## config.mk

```make
export PLATFORM = sky130hd
export DESIGN_NAME = ddr_cmd_tracker
export DESIGN_NICKNAME = d
export VERILOG_FILES = /design/src/rtl/ddr_cmd_pkg.sv /design/src/rtl/ddr_cmd_decode.sv /design/src/rtl/ddr_bank_track.sv /design/src/rtl/ddr_cmd_tracker.sv
export SDC_FILE = /design/constraint.sdc
export NUM_CORES = 1
export LEC_CHECK = 0
export BUFFER_PORTS_ARGS = -buffer_cell sky130_fd_sc_hd__buf_4
export CAP_MARGIN = 0
export CORE_MARGIN = 8
export CORE_UTILIZATION = 40
export DETAILED_ROUTE_END_ITERATION = 8
export GPL_TIMING_DRIVEN = 0
export HOLD_SLACK_MARGIN = 0.15
export PLACE_DENSITY_LB_ADDON = 0.1
export SETUP_SLACK_MARGIN = 0.05
export SYNTH_ARGS = -nofsm -noshare
export SYNTH_HDL_FRONTEND = slang
export SYNTH_SLANG_ARGS = --single-unit
```

## constraint.sdc

```tcl
create_clock -name clk -period 3.5 [get_ports clk]
set_input_delay 0.525 -clock clk [delete_from_list [all_inputs] [get_ports clk]]
set_output_delay 0.525 -clock clk [all_outputs]
set_load 0.01 [all_outputs]
```

## src/rtl/ddr_cmd_pkg.sv

```systemverilog
// Shared command codes for the DDR command decoder and bank trackers.
package ddr_cmd_pkg;
    typedef enum logic [3:0] {
        CMD_NOP  = 4'd0,
        CMD_ACT  = 4'd1,
        CMD_RD   = 4'd2,
        CMD_WR   = 4'd3,
        CMD_PRE  = 4'd4,
        CMD_PREA = 4'd5,
        CMD_AREF = 4'd6,
        CMD_SREF = 4'd7,
        CMD_MRS  = 4'd8
    } cmd_e;
endpackage

```

## src/rtl/ddr_cmd_decode.sv

```systemverilog
// Combinational command decoder.
// Turns the sampled strobes into one command code. Assumes `active` is low
// in any cycle where the internal clock is stopped; such cycles decode as NOP.
module ddr_cmd_decode
    import ddr_cmd_pkg::*;
(
    input  logic active,
    input  logic cke_now,
    input  logic cs_n,
    input  logic ras_n,
    input  logic cas_n,
    input  logic we_n,
    input  logic a10,
    output cmd_e cmd
);
    // Map strobe pattern plus qualifier bits onto a command code.
    always_comb begin
        cmd = CMD_NOP;
        if (active && !cs_n) begin
            unique case ({ras_n, cas_n, we_n})
                3'b011:  cmd = CMD_ACT;
                3'b101:  cmd = CMD_RD;
                3'b100:  cmd = CMD_WR;
                3'b010:  cmd = a10 ? CMD_PREA : CMD_PRE;
                3'b001:  cmd = cke_now ? CMD_AREF : CMD_SREF;
                3'b000:  cmd = CMD_MRS;
                default: cmd = CMD_NOP;
            endcase
        end
    end
endmodule

```

## src/rtl/ddr_bank_track.sv

```systemverilog
// State of one bank: open flag, open row, and the auto-precharge countdown.
// Assumes `sel` is high when the current command addresses this bank
// (or when the command is precharge-all). Assumes `cmd` is NOP when the clock is stopped.
module ddr_bank_track
    import ddr_cmd_pkg::*;
#(
    parameter int ROW_W     = 13,
    parameter int BURST_CYC = 4
) (
    input  logic             clk,
    input  logic             rst_n,
    input  logic             active,
    input  logic             sel,
    input  cmd_e             cmd,
    input  logic             a10,
    input  logic [ROW_W-1:0] row_i,
    output logic             is_open,
    output logic [ROW_W-1:0] row_o,
    output logic             ap_pend,
    output logic             bad
);
    localparam int CNT_W = $clog2(BURST_CYC + 1);
    localparam logic [CNT_W-1:0] CNT_LOAD = CNT_W'(BURST_CYC);

    logic [CNT_W-1:0] cnt_q;
    logic             is_col;
    logic             touch;

    // Classify the command against this bank's state.
    always_comb begin
        is_col = (cmd == CMD_RD) || (cmd == CMD_WR);
        bad    = sel && ((is_col && !is_open) || (cmd == CMD_ACT && is_open));
        touch  = sel && ((is_col && is_open) || (cmd == CMD_ACT && !is_open)
                         || cmd == CMD_PRE || cmd == CMD_PREA);
    end

    // Update open state, row and the auto-precharge countdown.
    always_ff @(posedge clk) begin
        if (!rst_n) begin
            is_open <= 1'b0;
            row_o   <= '0;
            ap_pend <= 1'b0;
            cnt_q   <= '0;
        end else if (active) begin
            if (touch) begin
                if (cmd == CMD_ACT) begin
                    is_open <= 1'b1;
                    row_o   <= row_i;
                end else if (cmd == CMD_PRE || cmd == CMD_PREA) begin
                    is_open <= 1'b0;
                    ap_pend <= 1'b0;
                end else if (a10 || ap_pend) begin
                    ap_pend <= 1'b1;
                    cnt_q   <= CNT_LOAD;
                end
            end else if (ap_pend) begin
                if (cnt_q == CNT_W'(1)) begin
                    is_open <= 1'b0;
                    ap_pend <= 1'b0;
                end else begin
                    cnt_q <= cnt_q - 1'b1;
                end
            end
        end
    end
endmodule

```

## src/rtl/ddr_cmd_tracker.sv

```systemverilog
// Top level: samples the command bus, decodes it, tracks every bank and
// flags commands that are illegal for the current bank states.
// Assumes all inputs are synchronous to clk. Outputs are registered.
module ddr_cmd_tracker
    import ddr_cmd_pkg::*;
#(
    parameter int NUM_BANKS = 4,
    parameter int ROW_W     = 13,
    parameter int COL_W     = 10,
    parameter bit X16       = 1'b0,
    parameter int BURST_CYC = 4,
    localparam int BA_W     = $clog2(NUM_BANKS)
) (
    input  logic                       clk,
    input  logic                       rst_n,
    input  logic                       cke_i,
    input  logic                       cs_n_i,
    input  logic                       ras_n_i,
    input  logic                       cas_n_i,
    input  logic                       we_n_i,
    input  logic [ROW_W-1:0]           addr_i,
    input  logic [BA_W-1:0]            bank_i,
    output logic [3:0]                 cmd_o,
    output logic [BA_W-1:0]            cmd_bank_o,
    output logic [COL_W-1:0]           col_o,
    output logic                       err_o,
    output logic [NUM_BANKS-1:0]       bank_open_o,
    output logic [NUM_BANKS-1:0]       ap_pend_o,
    output logic [NUM_BANKS*ROW_W-1:0] open_rows_o
);
    localparam int AP_BIT = 10;

    logic                 cke_q;
    logic                 active;
    cmd_e                 cmd;
    logic [NUM_BANKS-1:0] bad_vec;
    logic                 refresh_bad;
    logic [COL_W-1:0]     col_next;

    // Remember the previous clock-enable sample; low stops the next cycle.
    always_ff @(posedge clk) begin
        if (!rst_n) cke_q <= 1'b1;
        else        cke_q <= cke_i;
    end
    assign active = cke_q;

    ddr_cmd_decode u_dec (
        .active (active),
        .cke_now(cke_i),
        .cs_n   (cs_n_i),
        .ras_n  (ras_n_i),
        .cas_n  (cas_n_i),
        .we_n   (we_n_i),
        .a10    (addr_i[AP_BIT]),
        .cmd    (cmd)
    );

    for (genvar b = 0; b < NUM_BANKS; b++) begin : g_bank
        logic sel;
        assign sel = (bank_i == BA_W'(b)) || (cmd == CMD_PREA);
        ddr_bank_track #(.ROW_W(ROW_W), .BURST_CYC(BURST_CYC)) u_bank (
            .clk    (clk),
            .rst_n  (rst_n),
            .active (active),
            .sel    (sel),
            .cmd    (cmd),
            .a10    (addr_i[AP_BIT]),
            .row_i  (addr_i),
            .is_open(bank_open_o[b]),
            .row_o  (open_rows_o[b*ROW_W +: ROW_W]),
            .ap_pend(ap_pend_o[b]),
            .bad    (bad_vec[b])
        );
    end

    // Refresh legality and column extraction for the selected data width.
    always_comb begin
        refresh_bad = ((cmd == CMD_AREF) || (cmd == CMD_SREF)) && (|bank_open_o);
        if (X16) col_next = COL_W'(addr_i[COL_W-2:0]);
        else     col_next = addr_i[COL_W-1:0];
    end

    // Register the decoded command, its bank, column and error flag.
    always_ff @(posedge clk) begin
        if (!rst_n) begin
            cmd_o      <= CMD_NOP;
            cmd_bank_o <= '0;
            col_o      <= '0;
            err_o      <= 1'b0;
        end else begin
            cmd_o <= cmd;
            err_o <= (|bad_vec) || refresh_bad;
            if (cmd == CMD_ACT || cmd == CMD_RD || cmd == CMD_WR || cmd == CMD_PRE)
                cmd_bank_o <= bank_i;
            if (cmd == CMD_RD || cmd == CMD_WR)
                col_o <= col_next;
        end
    end
endmodule

```

==> results of run 1 <==
[routing by layer]
layer / track usage [%] / vias up / part of all wire, %
li1: - / 1846 / -
met1: 20.7 / 1760 / 42
met4: 6.65 / 0 / 1.1
met3: 6.09 / 11 / 9.0
met2: 29.9 / 148 / 48
met5: 0 / - / 0
[final cells by class]
type	count	area, µm²
plain buffers	41	211
clock buffers	10	128
clock inverters	6	97.6
fillers	999	4960
inverters	16	60.1
multi-input cells	325	2090
flip-flops and latches	90	1800
well taps	136	170
repair buffers	94	706
[cell families after synthesis]
kind of cell | Yosys count | synth area share, %
simple gates | 169 | 19.5
compound gates | 94 | 15.3
flops | 90 | 43.2
buf+inv | 57 | 6.51
mux | 53 | 12.8
fa+ha+maj | 8 | 2.40
xor+xnor | 1 | 0.210
[per-stage QoR]
stage	setup WS [ps]	cells	hold WS [ps]
5_1_grt	1040	718	360
6_report	1170	718	354
2_1_floorplan	1350	472	435
4_1_cts	1160	718	340
3_3_place_gp	864	702	446
3_5_place_dp	843	702	447
[final timing paths]
path / end / start / cells after the start / slack [ps]
hold reg to reg: g_bank[1].u_bank.row_o[2] / g_bank[1].u_bank.row_o[2] / 2 / 460
setup reg to reg: g_bank[0].u_bank.row_o[11] / active / 8 / 1170
setup / recovery: g_bank[0].u_bank.row_o[11] / active / 8 / 1170
hold / removal: active / cke_i / 2 / 350
[layout by cell type (no fill, tap or decap), types with 4 or more instances in the layout]
cell / instances
buf_4: 105
dfxtp_1: 90
nand2_1: 68
mux2i_1: 50
nor2_1: 49
a21oi_1: 37
clkbuf_1: 23
inv_1: 16
o21ai_0: 11
clkbuf_8: 9
ha_1: 8
nand2b_1: 7
buf_2: 7
nand3_1: 7
nor3_1: 5
a31oi_1: 5
nor2b_1: 4
nand3b_1: 4
o221a_2: 4
o22ai_1: 4
[state kept, by name, indices dropped and copies added (netlist names)]
signal,flops
g_bank.u_bank.row_o,52
g_bank.u_bank.cnt_q,12
col_o,10
cmd_o,4
g_bank.u_bank.ap_pend,4
g_bank.u_bank.is_open,4
cmd_bank_o,2
active,1
err_o,1
[power breakdown]
part	switching (mW)	internal [mW]
combinational	0.133	0.0894
sequential	0.0124	1.04
clock	0.410	0.413
==> metrics.txt, run 1 <==
CTS H-tree lvls 3; initial antenna violation count 0; top cells by area, synth dfxtp_1 (43%), mux2i_1 (12%), nand2_1 (6.1%), a21oi_1 (4.4%), nor2_1 (4.4%); clock-pin slew of the registers on the worst-case setup and hold paths 100 ps; worst slew pin tran 743 ps; FF+latch count, synth 90; IO buf count 94; worst skew pair latency 370 ps; Clock Skew 17.9 ps; Die X 118 µm; Fmax achieved 0.428 GHz; Antenna Nets Post-Route 0; TritonRoute pass-1 iters 5; top cell type by total area after synthesis dfxtp_1; worst-path fanout max 10; RSZ-0062 raised after global routing false; fin crit period 2330 ps; Slew headroom 50.1%; worst path bufs/invs 3; largest net degree at the start of global routing 17; outcome finished, final reports clean; ys async rst share 0%; Worst path most repeated cell buf_4; cts bufs inserted 9; post-synth top area share 43.2%; final core occ 51.5%; startpoint types flip-flop; Max Cap Viol 0; Starting DRT DRC Count 204; total congestion overflow 0; Slew Limit Fails 0; Final setup viols 0; n_diodes 0; Commonest cells post-synth dfxtp_1 (90), nand2_1 (68), mux2i_1 (50); Top FF cell, synth dfxtp_1; Worst path slowest cell nor4b_4; Crit. End Element flip-flop; largest stage delay on the critical path 640 ps; Fin. Hold Viols 0; Root Driver clkbuf_8; EDFF count, synth 0; core footprint 10200 µm²; die height 118 µm; Setup Buffers After CTS 0; Avg Inst Size Synth 8.83 µm²; library cells used by synthesis 60; Tcrit/Tclk final 66.7%; Layout Nets 607; Placed Area 5040 µm²; WS Path Type flip-flop to flip-flop; peak supply drop 0.222 mV; YS warnings 0; buffer levels on the longest clock path 2; row count 37; number of global-route vias before repair 3826; Routability Congestion 0.903; TritonCTS sink count 90; detailed placement HPWL 9.37 mm; Die Area 13900 µm²; data arrival time of the worst path 2580 ps; Post-Route WL 12.8 mm; All-Layer GR Usage 17.9%; Synth Instances 472; Top delay family on crit path simple AND/OR/NAND/NOR gates; Pwr Total 2.10 mW; vias post-DR 3765; routed vias/inst 5.24; top-count cell post-synth dfxtp_1; Ports 99; Worst EP required 3740 ps; register area share after synthesis 43.2%; per-cell routed wire length 17.8 µm; DRC errors left 0; CTS-repair resized insts 0; Syn Std Cell Area 4170 µm²; CTS tree built; critical-path cell list buf_4, nand4bb_1, buf_4, o22a_4, nor4b_4, buf_6, mux2i_1, nor2_1; Pleak 2.30 nW; worst min path class input pin to flip-flop; syn_nets 502; share of layout cells above drive strength 1 24.7%; # hold bufs at CTS 0; first-pass GRT wire length 20.3 mm; final instance area 5270 µm²; Pwr Density 399 nW/µm²; starting density of the core 40.7%; P&R area growth vs syn 26.4%; setup TNS 0 ps
No activity file was read; power rests on OpenSTA's default activity.
==> inputs of run 2 (changes only) <==
==> constraint.sdc (replaced) <==
create_clock -name clk -period 2 [get_ports clk]
set_input_delay 0.3 -clock clk [delete_from_list [all_inputs] [get_ports clk]]
set_output_delay 0.3 -clock clk [all_outputs]
set_load 0.01 [all_outputs]
==> metrics.txt, run 2 (synthesized netlist as in run 1, its figures left out) <==
Slew headroom 57.6%; Crit. End Element flip-flop; Routability Congestion 0.903; cts bufs inserted 9; hold_sp addr_i[6]; critical-path cell list buf_6, buf_4, nand4b_1, o21ai_4, a32o_2, or3b_4, o221a_4; Fmax achieved 0.529 GHz; largest stage delay on the critical path 420 ps; CTS H-tree lvls 3; core footprint 10200 µm²; first-pass GRT wire length 20.6 mm; final hold slack 212 ps; die height 118 µm; Fin. Hold Viols 0; TritonRoute pass-1 iters 4; worst skew pair latency 360 ps; fin crit period 1890 ps; detailed placement HPWL 9.37 mm; Root Driver clkbuf_8; CTS tree built; starting density of the core 40.7%; n_diodes 0; Clock Skew 17.3 ps; commonest non-fill, non-tap cells in the layout buf_4 (112), dfxtp_1 (88), nand2_1 (68); worst slew pin tran 636 ps; initial antenna violation count 0; Die X 118 µm; routed vias/inst 5.27; Filler Cell Count 992; outcome finished, final reports clean; buffer levels on the longest clock path 2; Pleak 2.39 nW; Worst Setup SP active; DRC errors left 0; Ports 99; share of layout cells above drive strength 1 28.9%; Starting DRT DRC Count 216; FF+latch area 1800 µm²; row count 37; area of the multi-input gates 2170 µm²; WS Path Type flip-flop to flip-flop; Layout Nets 617; Biggest register g_bank.u_bank.row_o; Worst EP required 2270 ps; worst-path fanout max 7; setup TNS 0 ps; peak supply drop 0.389 mV; number of global-route vias before repair 3865; worst path bufs/invs 2; P&R area growth vs syn 30.8%; Antenna Nets Post-Route 0; Largest regs g_bank.u_bank.row_o (52), g_bank.u_bank.cnt_q (12), col_o (10); max reg flops 52; TritonCTS sink count 90; data arrival time of the worst path 2160 ps; Pwr Density 679 nW/µm²; largest net degree at the start of global routing 17; Critical R2R Launch active; Die Area 13900 µm²; All-Layer GR Usage 18.3%; vias post-DR 3839; Post-Route WL 13.1 mm; per-cell routed wire length 18.0 µm; worst min path class input pin to flip-flop; total congestion overflow 0; most common cell after layout, fill and taps aside buf_4; Slew Limit Fails 0; startpoint types flip-flop; clock-pin slew of the registers on the worst-case setup and hold paths 100 ps; Worst path slowest cell or3b_4; IO buf count 94; Final setup viols 0; Max Cap Viol 0; Tcrit/Tclk final 94.5%; RSZ-0062 raised after global routing true; Top delay family on crit path simple AND/OR/NAND/NOR gates
## run 2: cell types whose count changed in the layout (fill, tap and decap cells not counted), moves of 2 or more
cell       change
dfxtp_2        +2
clkbuf_2       +3
a2bb2oi_1      -2
buf_6          +4
nand4bb_1      -2
clkbuf_1       -6
buf_4          +7
dfxtp_1        -2
a2bb2oi_2      +2
## run 2: worst paths after layout
path                                             endpoint  slack, ps  depth (start not counted)
worst max register to register  g_bank[3].u_bank.cnt_q[2]        110                          7
worst max-delay path            g_bank[3].u_bank.cnt_q[2]        110                          7
worst min-delay path            g_bank[1].u_bank.row_o[6]        210                          3
worst min register to register  g_bank[1].u_bank.row_o[2]        460                          2
## run 2: power by group
part / total (mW) / switching (mW) / leakage, nW / internal (mW)
logic: 0.416 / 0.243 / 1.55 / 0.173
clock network: 1.44 / 0.717 / 0.113 / 0.723
registers: 1.85 / 0.0221 / 0.728 / 1.82
## run 2: per-layer routing
layer / wire (µm) / track usage (%)
met4: 222 / 6.81
met2: 6180 / 30.5
met3: 1140 / 6.14
met5: 0 / 0
met1: 5550 / 21.2
## run 2: layout make-up
cell class	count	area share [%]
multi-input combinational	325	39.8
timing repair buffer	106	14.7
tap	136	3.12
clock buffer	10	2.34
sequential	90	33.1
buffer	39	4.02
clock inverter	6	1.79
inverter	16	1.10
## run 2: what timing repair did
action                                 CTS  global route
setup endpoints to repair               48            35
buffers inserted                         5             4
hold buffers                             1             0
cloned                                   2             0
pin swaps                                2             4
resized for setup                       12            19
endpoints found under the hold margin    1             0
## run 2: tightest hold or removal path, stage by stage
cell and delay, ps:
buf_4 130, nand2_1 60, a21oi_1 50
## run 2: stage by stage
stage / std cells / worst slack (ps) / total power, mW / instance area [µm²] / util (%)
after detailed placement: 702 / -432 / 2.27 / 5040 / 49.3
after global placement: 702 / -411 / 2.27 / 5040 / 49.3
final: 728 / 110 / 3.70 / 5450 / 53.3
after floorplan: 472 / 76.3 / 2.12 / 4170 / -
after global routing: 728 / 39.3 / 3.83 / 5450 / 53.3
after CTS: 725 / 55.2 / 3.71 / 5380 / 52.6
